<file path="src/rtl/cfg_store_pkg.sv">
package cfg_store_pkg;
  typedef enum logic [2:0] {
    CMD_NOP   = 3'd0,
    CMD_ERASE = 3'd1,
    CMD_WRITE = 3'd2,
    CMD_READ  = 3'd3,
    CMD_LOCK  = 3'd4,
    CMD_SUM   = 3'd5
  } cmd_e;
endpackage

</file>
<file path="src/rtl/cfg_word_bank.sv">
module cfg_word_bank #(
  parameter int WORD_W    = 16,
  parameter int NUM_WORDS = 23,
  parameter int TAIL_W    = 8,
  parameter int ADDR_W    = 5
) (
  input  logic              clk_i,
  input  logic              rst_ni,
  input  logic              erase_i,
  input  logic              wr_en_i,
  input  logic [ADDR_W-1:0] wr_addr_i,
  input  logic [WORD_W-1:0] wr_data_i,
  output logic              wr_ok_o,
  input  logic [ADDR_W-1:0] rd_a_addr_i,
  output logic [WORD_W-1:0] rd_a_word_o,
  input  logic [ADDR_W-1:0] rd_b_addr_i,
  output logic [WORD_W-1:0] rd_b_word_o
);
  localparam logic [WORD_W-1:0] LAST_MASK = WORD_W'((64'd1 << TAIL_W) - 64'd1);
  localparam logic [ADDR_W:0]   LIMIT     = (ADDR_W+1)'(NUM_WORDS);

  logic [WORD_W-1:0] mem_q [NUM_WORDS];
  logic [NUM_WORDS-1:0] erased;

  for (genvar g = 0; g < NUM_WORDS; g++) begin : g_word
    localparam logic [WORD_W-1:0] MASK = (g == NUM_WORDS-1) ? LAST_MASK : '1;
    always_ff @(posedge clk_i or negedge rst_ni) begin
      if (!rst_ni)                                   mem_q[g] <= MASK;
      else if (erase_i)                              mem_q[g] <= MASK;
      else if (wr_en_i && wr_addr_i == ADDR_W'(g))   mem_q[g] <= wr_data_i & MASK;
    end
    assign erased[g] = (mem_q[g] == MASK);
  end

  logic wr_in_range, a_in_range, b_in_range;
  assign wr_in_range = {1'b0, wr_addr_i}   < LIMIT;
  assign a_in_range  = {1'b0, rd_a_addr_i} < LIMIT;
  assign b_in_range  = {1'b0, rd_b_addr_i} < LIMIT;

  assign wr_ok_o     = wr_in_range && erased[wr_addr_i];
  assign rd_a_word_o = a_in_range ? mem_q[rd_a_addr_i] : '0;
  assign rd_b_word_o = b_in_range ? mem_q[rd_b_addr_i] : '0;
endmodule

</file>
<file path="src/rtl/cfg_erase_timer.sv">
module cfg_erase_timer #(
  parameter int CYCLES = 8
) (
  input  logic clk_i,
  input  logic rst_ni,
  input  logic start_i,
  output logic busy_o
);
  localparam int CNT_W = $clog2(CYCLES + 1);
  logic [CNT_W-1:0] cnt_q;

  always_ff @(posedge clk_i or negedge rst_ni) begin
    if (!rst_ni)              cnt_q <= '0;
    else if (start_i)         cnt_q <= CNT_W'(CYCLES);
    else if (cnt_q != '0)     cnt_q <= cnt_q - 1'b1;
  end

  assign busy_o = (cnt_q != '0);
endmodule

</file>
<file path="src/rtl/cfg_sum_engine.sv">
module cfg_sum_engine #(
  parameter int WORD_W    = 16,
  parameter int NUM_WORDS = 23,
  parameter int ADDR_W    = 5,
  parameter int CSUM_W    = 16
) (
  input  logic              clk_i,
  input  logic              rst_ni,
  input  logic              start_i,
  input  logic [WORD_W-1:0] word_i,
  output logic [ADDR_W-1:0] idx_o,
  output logic              run_o,
  output logic [CSUM_W-1:0] sum_o,
  output logic              sum_valid_o
);
  localparam logic [ADDR_W-1:0] LAST_IDX = ADDR_W'(NUM_WORDS - 1);

  logic [CSUM_W-1:0] acc_q, acc_nxt;
  logic [ADDR_W-1:0] idx_q;
  logic              run_q;

  assign acc_nxt = acc_q + CSUM_W'(word_i);

  always_ff @(posedge clk_i or negedge rst_ni) begin
    if (!rst_ni) begin
      acc_q       <= '0;
      idx_q       <= '0;
      run_q       <= 1'b0;
      sum_o       <= '0;
      sum_valid_o <= 1'b0;
    end else begin
      sum_valid_o <= 1'b0;
      if (start_i) begin
        acc_q <= '0;
        idx_q <= '0;
        run_q <= 1'b1;
      end else if (run_q) begin
        acc_q <= acc_nxt;
        idx_q <= idx_q + 1'b1;
        if (idx_q == LAST_IDX) begin
          run_q       <= 1'b0;
          sum_o       <= acc_nxt;
          sum_valid_o <= 1'b1;
        end
      end
    end
  end

  assign idx_o = idx_q;
  assign run_o = run_q;
endmodule

</file>
<file path="src/rtl/cfg_read_gate.sv">
module cfg_read_gate #(
  parameter int WORD_W      = 16,
  parameter int ADDR_W      = 5,
  parameter int ARRAY_WORDS = 16
) (
  input  logic              clk_i,
  input  logic              rst_ni,
  input  logic              rd_en_i,
  input  logic [ADDR_W-1:0] addr_i,
  input  logic [WORD_W-1:0] word_i,
  input  logic              secured_i,
  output logic [WORD_W-1:0] rdata_o,
  output logic              rvalid_o,
  output logic              denied_o
);
  localparam logic [ADDR_W:0] PROT_LIMIT = (ADDR_W+1)'(ARRAY_WORDS);
  logic blocked;
  assign blocked = secured_i && ({1'b0, addr_i} < PROT_LIMIT);

  always_ff @(posedge clk_i or negedge rst_ni) begin
    if (!rst_ni) begin
      rdata_o  <= '0;
      rvalid_o <= 1'b0;
      denied_o <= 1'b0;
    end else begin
      rvalid_o <= rd_en_i;
      if (rd_en_i) begin
        rdata_o  <= blocked ? '0 : word_i;
        denied_o <= blocked;
      end
    end
  end
endmodule

</file>
<file path="src/rtl/cfg_store.sv">
module cfg_store #(
  parameter int WORD_W       = 16,
  parameter int ARRAY_WORDS  = 16,
  parameter int MODE_WORDS   = 2,
  parameter int SIG_W        = 72,
  parameter int ERASE_CYCLES = 8,
  parameter int CSUM_W       = 16,
  localparam int SIG_WORDS   = (SIG_W + WORD_W - 1) / WORD_W,
  localparam int NUM_WORDS   = ARRAY_WORDS + MODE_WORDS + SIG_WORDS,
  localparam int ADDR_W      = $clog2(NUM_WORDS)
) (
  input  logic              clk_i,
  input  logic              rst_ni,
  input  logic              cmd_valid_i,
  input  logic [2:0]        cmd_i,
  input  logic [ADDR_W-1:0] addr_i,
  input  logic [WORD_W-1:0] wdata_i,
  output logic              busy_o,
  output logic [WORD_W-1:0] rdata_o,
  output logic              rdata_valid_o,
  output logic              read_denied_o,
  output logic              wr_error_o,
  output logic              secured_o,
  output logic [CSUM_W-1:0] csum_o,
  output logic              csum_valid_o
);
  import cfg_store_pkg::*;

  localparam int TAIL_W = SIG_W - (SIG_WORDS - 1) * WORD_W;

  cmd_e cmd;
  logic accept, acc_erase, acc_write, acc_read, acc_lock, acc_sum;
  logic erase_busy, sum_run, wr_ok;
  logic [ADDR_W-1:0] sum_idx;
  logic [WORD_W-1:0] rd_word, sum_word;
  logic secured_q, wr_err_q;

  assign cmd       = cmd_e'(cmd_i);
  assign accept    = cmd_valid_i && !busy_o;
  assign acc_erase = accept && (cmd == CMD_ERASE);
  assign acc_write = accept && (cmd == CMD_WRITE);
  assign acc_read  = accept && (cmd == CMD_READ);
  assign acc_lock  = accept && (cmd == CMD_LOCK);
  assign acc_sum   = accept && (cmd == CMD_SUM);

  cfg_word_bank #(
    .WORD_W(WORD_W), .NUM_WORDS(NUM_WORDS), .TAIL_W(TAIL_W), .ADDR_W(ADDR_W)
  ) u_bank (
    .clk_i      (clk_i),
    .rst_ni     (rst_ni),
    .erase_i    (acc_erase),
    .wr_en_i    (acc_write && wr_ok),
    .wr_addr_i  (addr_i),
    .wr_data_i  (wdata_i),
    .wr_ok_o    (wr_ok),
    .rd_a_addr_i(addr_i),
    .rd_a_word_o(rd_word),
    .rd_b_addr_i(sum_idx),
    .rd_b_word_o(sum_word)
  );

  cfg_erase_timer #(.CYCLES(ERASE_CYCLES)) u_timer (
    .clk_i  (clk_i),
    .rst_ni (rst_ni),
    .start_i(acc_erase),
    .busy_o (erase_busy)
  );

  cfg_sum_engine #(
    .WORD_W(WORD_W), .NUM_WORDS(NUM_WORDS), .ADDR_W(ADDR_W), .CSUM_W(CSUM_W)
  ) u_sum (
    .clk_i      (clk_i),
    .rst_ni     (rst_ni),
    .start_i    (acc_sum),
    .word_i     (sum_word),
    .idx_o      (sum_idx),
    .run_o      (sum_run),
    .sum_o      (csum_o),
    .sum_valid_o(csum_valid_o)
  );

  cfg_read_gate #(
    .WORD_W(WORD_W), .ADDR_W(ADDR_W), .ARRAY_WORDS(ARRAY_WORDS)
  ) u_rd (
    .clk_i    (clk_i),
    .rst_ni   (rst_ni),
    .rd_en_i  (acc_read),
    .addr_i   (addr_i),
    .word_i   (rd_word),
    .secured_i(secured_q),
    .rdata_o  (rdata_o),
    .rvalid_o (rdata_valid_o),
    .denied_o (read_denied_o)
  );

  always_ff @(posedge clk_i or negedge rst_ni) begin
    if (!rst_ni) begin
      secured_q <= 1'b0;
      wr_err_q  <= 1'b0;
    end else begin
      if (acc_erase)     secured_q <= 1'b0;
      else if (acc_lock) secured_q <= 1'b1;
      if (acc_write)     wr_err_q  <= !wr_ok;
    end
  end

  assign busy_o     = erase_busy || sum_run;
  assign secured_o  = secured_q;
  assign wr_error_o = wr_err_q;
endmodule

</file>
<file path="config.mk">
export PLATFORM = sky130hd
export DESIGN_NAME = cfg_store
export DESIGN_NICKNAME = d
export VERILOG_FILES = /design/src/rtl/cfg_store_pkg.sv /design/src/rtl/cfg_word_bank.sv /design/src/rtl/cfg_erase_timer.sv /design/src/rtl/cfg_sum_engine.sv /design/src/rtl/cfg_read_gate.sv /design/src/rtl/cfg_store.sv
export SDC_FILE = /design/constraint.sdc
export NUM_CORES = 1
export LEC_CHECK = 0
export BUFFER_PORTS_ARGS = -buffer_cell sky130_fd_sc_hd__buf_2
export CAP_MARGIN = 15
export CORE_MARGIN = 1
export CORE_UTILIZATION = 57
export DETAILED_ROUTE_END_ITERATION = 10
export PLACE_DENSITY_LB_ADDON = 0.12
export SYNTH_ARGS = -nofsm -noshare
export SYNTH_HDL_FRONTEND = slang
export SYNTH_SLANG_ARGS = --single-unit
</file>
<file path="constraint.sdc">
create_clock -name clk_i -period 5.8 [get_ports clk_i]
set_input_delay 0.87 -clock clk_i [delete_from_list [all_inputs] [get_ports clk_i]]
set_output_delay 0.87 -clock clk_i [all_outputs]
set_load 0.03 [all_outputs]
</file>
==> results of run 1 <==
[cells by family (layout without fill, tap and decap cells)]
logic type / Yosys count / count (layout) / synth area share (%)
AND/OR/NAND/NOR: 627 / 627 / 12.4
flip-flops: 423 / 423 / 47.0
buffers and inverters: 220 / 219 / 4.29
adder cells (fa/ha/maj): 19 / 19 / 1.05
multiplexers: 226 / 226 / 19.8
XOR/XNOR: 16 / 16 / 0.597
other: 0 / 5 / 0
AO/OA/AOI/OAI: 522 / 522 / 14.8
[registers in the layout, summed over array words and instances (netlist names)]
register / flops
wr_error_o: 1
u_timer.cnt_q: 4
u_bank.mem_q: 360
u_sum.acc_q: 16
u_sum.sum_valid_o: 1
u_sum.idx_o: 5
u_rd.rvalid_o: 1
u_rd.denied_o: 1
secured_o: 1
u_sum.run_o: 1
u_sum.sum_o: 16
u_rd.rdata_o: 16
[layout make-up]
type / instances / area share (%)
Antenna cell: 5 / 0.0491
Clock buffer: 70 / 5.51
Clock inverter: 12 / 0.447
Inverter: 31 / 0.457
Multi-Input combinational cell: 1410 / 44.9
Sequential cell: 423 / 43.3
Tap cell: 525 / 2.58
Timing Repair Buffer: 106 / 2.72
[Yosys cell counts, types with 7 or more instances]
cell      count  area, sq um
o32ai_1       8         70.1
mux4_2      188         4230
a21o_1        7         52.6
buf_2        78          390
nor2_1      230          863
nand3_1      21          105
o22a_1       80          701
nand2b_1     21          131
inv_1        30          113
mux2i_1       7         70.1
dfstp_2     360         9460
and4_1        9         78.8
o211ai_1     13         97.6
xnor2_1      10         87.6
a221oi_1      9         78.8
nand2_1     197          739
buf_1        17         63.8
nor2b_1       8         50.1
o21ai_0      47          235
a21oi_1     188          941
o22ai_1      11         68.8
o21ai_1      32          160
dfrtp_1      63         1580
nor3_1        9         45.0
buf_4         9         67.6
and3_1        7         43.8
a22oi_1      25          188
nand4_1      97          607
o21ai_2      10         87.6
o41ai_1      56          490
ha_1         18          225
mux2_2       31          349
clkbuf_1     76          285
[report_power, final]
group          leakage, uW  total, uW  switching (uW)  internal (uW)
clock network     0.000756       2980            1220           1750
registers          0.00456       5660            1230           4430
logic              0.00472       4700            2410           2290
total               0.0100      13300            4860           8480
[worst max path at each step]
stage          cells past startpoint      startpoint              end
2_1_floorplan                     15  u_sum.idx_o[0]  u_sum.sum_o[14]
3_3_place_gp                      13  u_sum.idx_o[0]  u_sum.sum_o[15]
3_5_place_dp                      13  u_sum.idx_o[0]  u_sum.acc_q[15]
4_1_cts                           13  u_sum.idx_o[0]  u_sum.sum_o[15]
5_1_grt                           12  u_sum.idx_o[0]  u_sum.sum_o[15]
6_report                          12  u_sum.idx_o[0]  u_sum.sum_o[15]
[through the flow]
| step | instances | power [uW] | utilization (%) | hold slack, ns |
|---|---|---|---|---|
| 3_5_place_dp | 2495 | 10200 | 59.6 | 0.451 |
| 4_1_cts | 2577 | 13300 | 63.4 | 0.312 |
| 5_1_grt | 2577 | 13900 | 63.4 | 0.330 |
| 2_1_floorplan | 2053 | 8620 | - | 0.452 |
| 3_3_place_gp | 2495 | 10100 | 59.6 | 0.445 |
| 6_report | 2582 | 13300 | 63.4 | 0.272 |
[per-layer routing]
| metal | routed length (um) | vias to the layer above | share of wire [%] | track usage (%) |
|---|---|---|---|---|
| li1 | - | 7735 | - | - |
| met5 | 0 | - | 0 | 0 |
| met1 | 30300 | 9746 | 39 | 53.8 |
| met3 | 8620 | 217 | 11 | 9.43 |
| met2 | 35300 | 1195 | 45 | 57.6 |
| met4 | 3690 | 0 | 4.7 | 15.6 |
[worst max-delay path, stage by stage, from the launching register on]
cell and delay, ns:
dfrtp_4 0.82, inv_1 0.47, nor2_1 0.54, a221oi_1 0.17
o32ai_1 0.60, ha_1 0.37, a211oi_1 0.35, o21ai_0 0.28
nand3_1 0.19, a21oi_1 0.08, a211oi_1 0.30, nor3_1 0.13
o31ai_1 0.24
==> flow_metrics.py, run 1 <==
metrics = {
    "run": {
        "cap_violations": 0,
    },
    "grt": {
        "antenna_found_initial": 1,
        "grt_pass1_vias": 18231,
        "grt-ovfl-total": 0,
        "grt_pass1_wl_um": 119000,
        "grt_max_degree": 131,
        "track_usage_pct": 38.4,
    },
    "layout": {
        "nets": 2065,
        "regArea_sq_um": 11000,
        "syn_to_final_growth_pct": 8.63,
        "num-fill-cells": 3163,
        "drive_above_1_share_pct": 38.3,
        "multi_input_area_sq_um": 11400,
        "final_cell_area_sq_um": 25500,
        "final_common_cell": "dfstp_2",
        "final_cell_mix": "360 x dfstp_2, 230 x nor2_1, 197 x nand2_1",
    },
    "routing": {
        "drtIter0Drc": 2392,
        "remaining_drc_errors": 0,
        "drt_first_pass_iters": 6,
        "route.vias.total": 18893,
        "antenna_left": 0,
        "wl_um": 77800,
        "viasPerCell": 7.32,
        "wl_per_cell_um": 30.1,
    },
    "critical_path": {
        "ff2ff_setup_slack_ns": 1.11,
        "rr_endpoint": "u_sum.sum_o[15]",
        "cp.arrival_ns": 5.17,
        "cp.required_ns": 6.28,
        "end_kind": "register",
        "worst-path-max-fanout": 32,
        "path_class": "register to register",
        "cp-start-kind": "register",
        "r2r-start": "u_sum.idx_o[0]",
        "reg2regPathDepth": 12,
    },
    "floorplanning": {
        "initial_core_util_pct": 58.4,
        "die_y_um": 205,
        "num_rows": 73,
        "dieArea_sq_um": 42000,
        "io_pins": 65,
        "die_w_um": 205,
        "core_sq_um": 40200,
    },
    "yosys": {
        "syn-num-nets": 2099,
        "yosys_most_used_dff": "dfstp_2",
        "synthesis.instances": 2053,
        "async_flop_share_pct": 100,
        "yosysUniqueCellTypes": 66,
        "synth_seq_cells": 423,
        "synth_edf_count": 0,
        "synth.avg_cell_area_sq_um": 11.4,
        "yosys_warnings": 0,
        "syn_area_sq_um": 23500,
        "synth_seq_area_share_pct": 47.0,
    },
    "cts": {
        "post_cts_buffers": 0,
        "cts_max_level": 2,
        "cts_buffers": 47,
        "cts_tree": "done",
        "post_cts_resized": 0,
        "clk_latency_ns": 0.60,
        "cts_root_buf": "clkbuf_16",
        "hold_buffers": 0,
        "cts.clk_slew.worst_paths_ns": 0.06,
        "cts_sinks": 423,
        "cts_buffer_depth": 3,
    },
    "sta": {
        "setup_tns_ns": 0,
        "setup_viol": 0,
        "setup_ws_ns": 1.11,
        "period_share_pct": 80.8,
        "tightest_slew_ns": 1.17,
        "period_needed_ns": 4.69,
        "final-hold-violation-count": 0,
        "rsz0062_at_grt": "no",
        "slew_violations": 0,
        "clock_skew_ns": 0.0248,
        "maxSlewHeadroom_pct": 21.8,
        "max_freq_ghz": 0.213,
    },
    "placed_design": {
        "dp_hpwl_um": 54100,
        "gp_congestion": 0.978,
        "placed_cell_area_sq_um": 24000,
        "pre_cts_ws_ns": 1.24,
        "numPortBuffers": 64,
    },
    "power_and_ir_drop": {
        "ir_worst_vdd_uv": 288,
        "power_density_nw_per_um2": 523,
        "leakagePower_uw": 0.0100,
    },
    "status": {
        "status": "completed",
    },
    "worst_hold_path": {
        "hp-class": "input port to asynchronous set/reset pin",
    },
}
Note: power is estimated with default switching activity, not from simulation.
==> run 2: changes to the inputs <==
- clock period: 5.8 -> 4.7 ns (I/O delays scaled with it)
==> flow_metrics.py, run 2 (synthesis gave the netlist of run 1 again) <==
metrics = {
    "sta": {
        "setup_ws_ns": 0.317,
        "period_needed_ns": 4.38,
        "maxSlewHeadroom_pct": 20.3,
        "rsz0062_at_grt": "no",
        "period_share_pct": 93.3,
        "max_freq_ghz": 0.228,
        "setup_tns_ns": 0,
        "setup_viol": 0,
        "clock_skew_ns": 0.0245,
        "tightest_slew_ns": 1.19,
        "slew_violations": 0,
        "final-hold-violation-count": 0,
    },
    "layout": {
        "top_register": "u_bank.mem_q",
        "largest_register_ffs": 360,
        "nets": 2079,
        "final_common_cell": "dfstp_2",
        "syn_to_final_growth_pct": 9.70,
        "final_cell_mix": "360 x dfstp_2, 230 x nor2_1, 197 x nand2_1",
        "drive_above_1_share_pct": 38.8,
        "num-fill-cells": 3191,
    },
    "cts": {
        "cts.clk_slew.worst_paths_ns": 0.06,
        "cts_sinks": 423,
        "cts_root_buf": "clkbuf_16",
        "cts_max_level": 2,
        "post_cts_buffers": 0,
        "clk_latency_ns": 0.60,
        "hold_buffers": 0,
        "post_cts_resized": 0,
        "cts_buffers": 46,
        "cts_buffer_depth": 3,
        "cts_tree": "done",
    },
    "routing": {
        "drtIter0Drc": 2251,
        "antenna_left": 0,
        "route.vias.total": 18931,
        "wl_per_cell_um": 30.2,
        "viasPerCell": 7.29,
        "drt_first_pass_iters": 5,
        "remaining_drc_errors": 0,
        "wl_um": 78500,
    },
    "critical_path": {
        "startpoint": "u_sum.idx_o[0]",
        "cp.required_ns": 5.18,
        "path_cells": "buf_4, mux4_2, mux4_2, inv_1, o32ai_1, ha_1, a21o_1, a31oi_1, a2bb2oi_1, a21oi_1, a211oi_1, nor3_1, o31ai_1",
        "ff2ff_setup_slack_ns": 0.32,
        "crit_slowest_cell": "dfrtp_4",
        "cp-start-kind": "register",
        "cp_common_cell": "mux4_2",
        "r2r-start": "u_sum.idx_o[0]",
        "rr_endpoint": "u_sum.acc_q[15]",
        "end_kind": "register",
        "max_stage_delay_ns": 0.67,
        "critPathCapture": "u_sum.acc_q[15]",
        "reg2regPathDepth": 13,
        "cp.arrival_ns": 4.87,
        "path_class": "register to register",
        "worst-path-max-fanout": 18,
    },
    "worst_hold_path": {
        "hp-class": "input port to asynchronous set/reset pin",
    },
    "grt": {
        "track_usage_pct": 38.6,
        "grt_pass1_vias": 18325,
        "antenna_found_initial": 2,
        "grt_max_degree": 129,
        "grt_pass1_wl_um": 119000,
        "grt-ovfl-total": 0,
    },
    "floorplanning": {
        "die_w_um": 205,
        "die_y_um": 205,
        "dieArea_sq_um": 42000,
        "initial_core_util_pct": 58.4,
        "num_rows": 73,
        "io_pins": 65,
        "core_sq_um": 40200,
    },
    "status": {
        "status": "completed",
    },
    "placed_design": {
        "gp_congestion": 1.02,
        "dp_hpwl_um": 54500,
        "pre_cts_ws_ns": 0.404,
        "numPortBuffers": 64,
    },
    "power_and_ir_drop": {
        "leakagePower_uw": 0.0102,
        "power_density_nw_per_um2": 649,
        "ir_worst_vdd_uv": 479,
    },
    "run": {
        "cap_violations": 0,
    },
}
[run 2: cell count changes in the layout (fill, tap and decap cells not counted), sizes merged, moves of 3 or more]
cell / before / now
clkbuf: 70 / 66
inv: 31 / 34
buf: 106 / 121
bufinv: 2 / 5
diode: 5 / 2
[run 2: area by class of cell]
cell class,count,area [sq um],share of cell area [%]
diodes,2,5.00,0.0194
well taps,525,657,2.55
clock buffers,66,1370,5.33
multi-input cells,1410,11400,44.5
clock inverters,18,230,0.895
inverters,31,116,0.452
repair buffers,121,867,3.37
flip-flops and latches,423,11000,42.9
[run 2: through the flow]
| step | cells | util, % | hold WS [ns] | total power, uW | instance area [sq um] |
|---|---|---|---|---|---|
| final | 2596 | 64.0 | 0.228 | 16700 | 25700 |
| after global placement | 2510 | 60.0 | 0.445 | 12500 | 24100 |
| after detailed placement | 2510 | 60.0 | 0.453 | 12700 | 24100 |
| after global routing | 2594 | 64.0 | 0.320 | 17400 | 25700 |
| after CTS | 2594 | 64.0 | 0.274 | 16600 | 25700 |
| after floorplan | 2053 | - | 0.409 | 10600 | 23500 |
[run 2: worst min path at each step]
stage | startpoint | to | slack, ns | depth (start not counted)
2_1_floorplan | rst_ni | secured_o | 0.41 | 0
3_3_place_gp | u_rd.rdata_o[8] | u_rd.rdata_o[8] | 0.44 | 2
3_5_place_dp | u_rd.rdata_o[13] | u_rd.rdata_o[13] | 0.45 | 2
4_1_cts | rst_ni | u_timer.cnt_q[2] | 0.27 | 1
5_1_grt | rst_ni | u_sum.sum_o[2] | 0.32 | 1
6_report | rst_ni | u_sum.sum_o[2] | 0.23 | 1
[run 2: where the power goes]
group          internal (uW)  switching, uW
combinational           2850           3100
clock                   2310           1560
sequential              5470           1420
total                  10600           6080
[run 2: layer usage]
metal	global-route usage (%)	routed length, um	share of wire (%)	vias to the layer above
li1	-	-	-	7781
met1	54.5	30800	39	9653
met2	55.1	34400	44	1261
met3	11.1	9380	12	234
met4	17.9	3910	5.0	2
met5	0	14	0.018	-
[run 2: worst max-delay path, delay by kind of cell, from the launching register on]
family,cells,cell delay (ns)
adder cells (fa/ha/maj),1,0.36
AND/OR/NAND/NOR,1,0.13
AO/OA/AOI/OAI,7,1.60
buffers and inverters,2,0.44
multiplexers,2,1.09
flip-flops,1,0.67
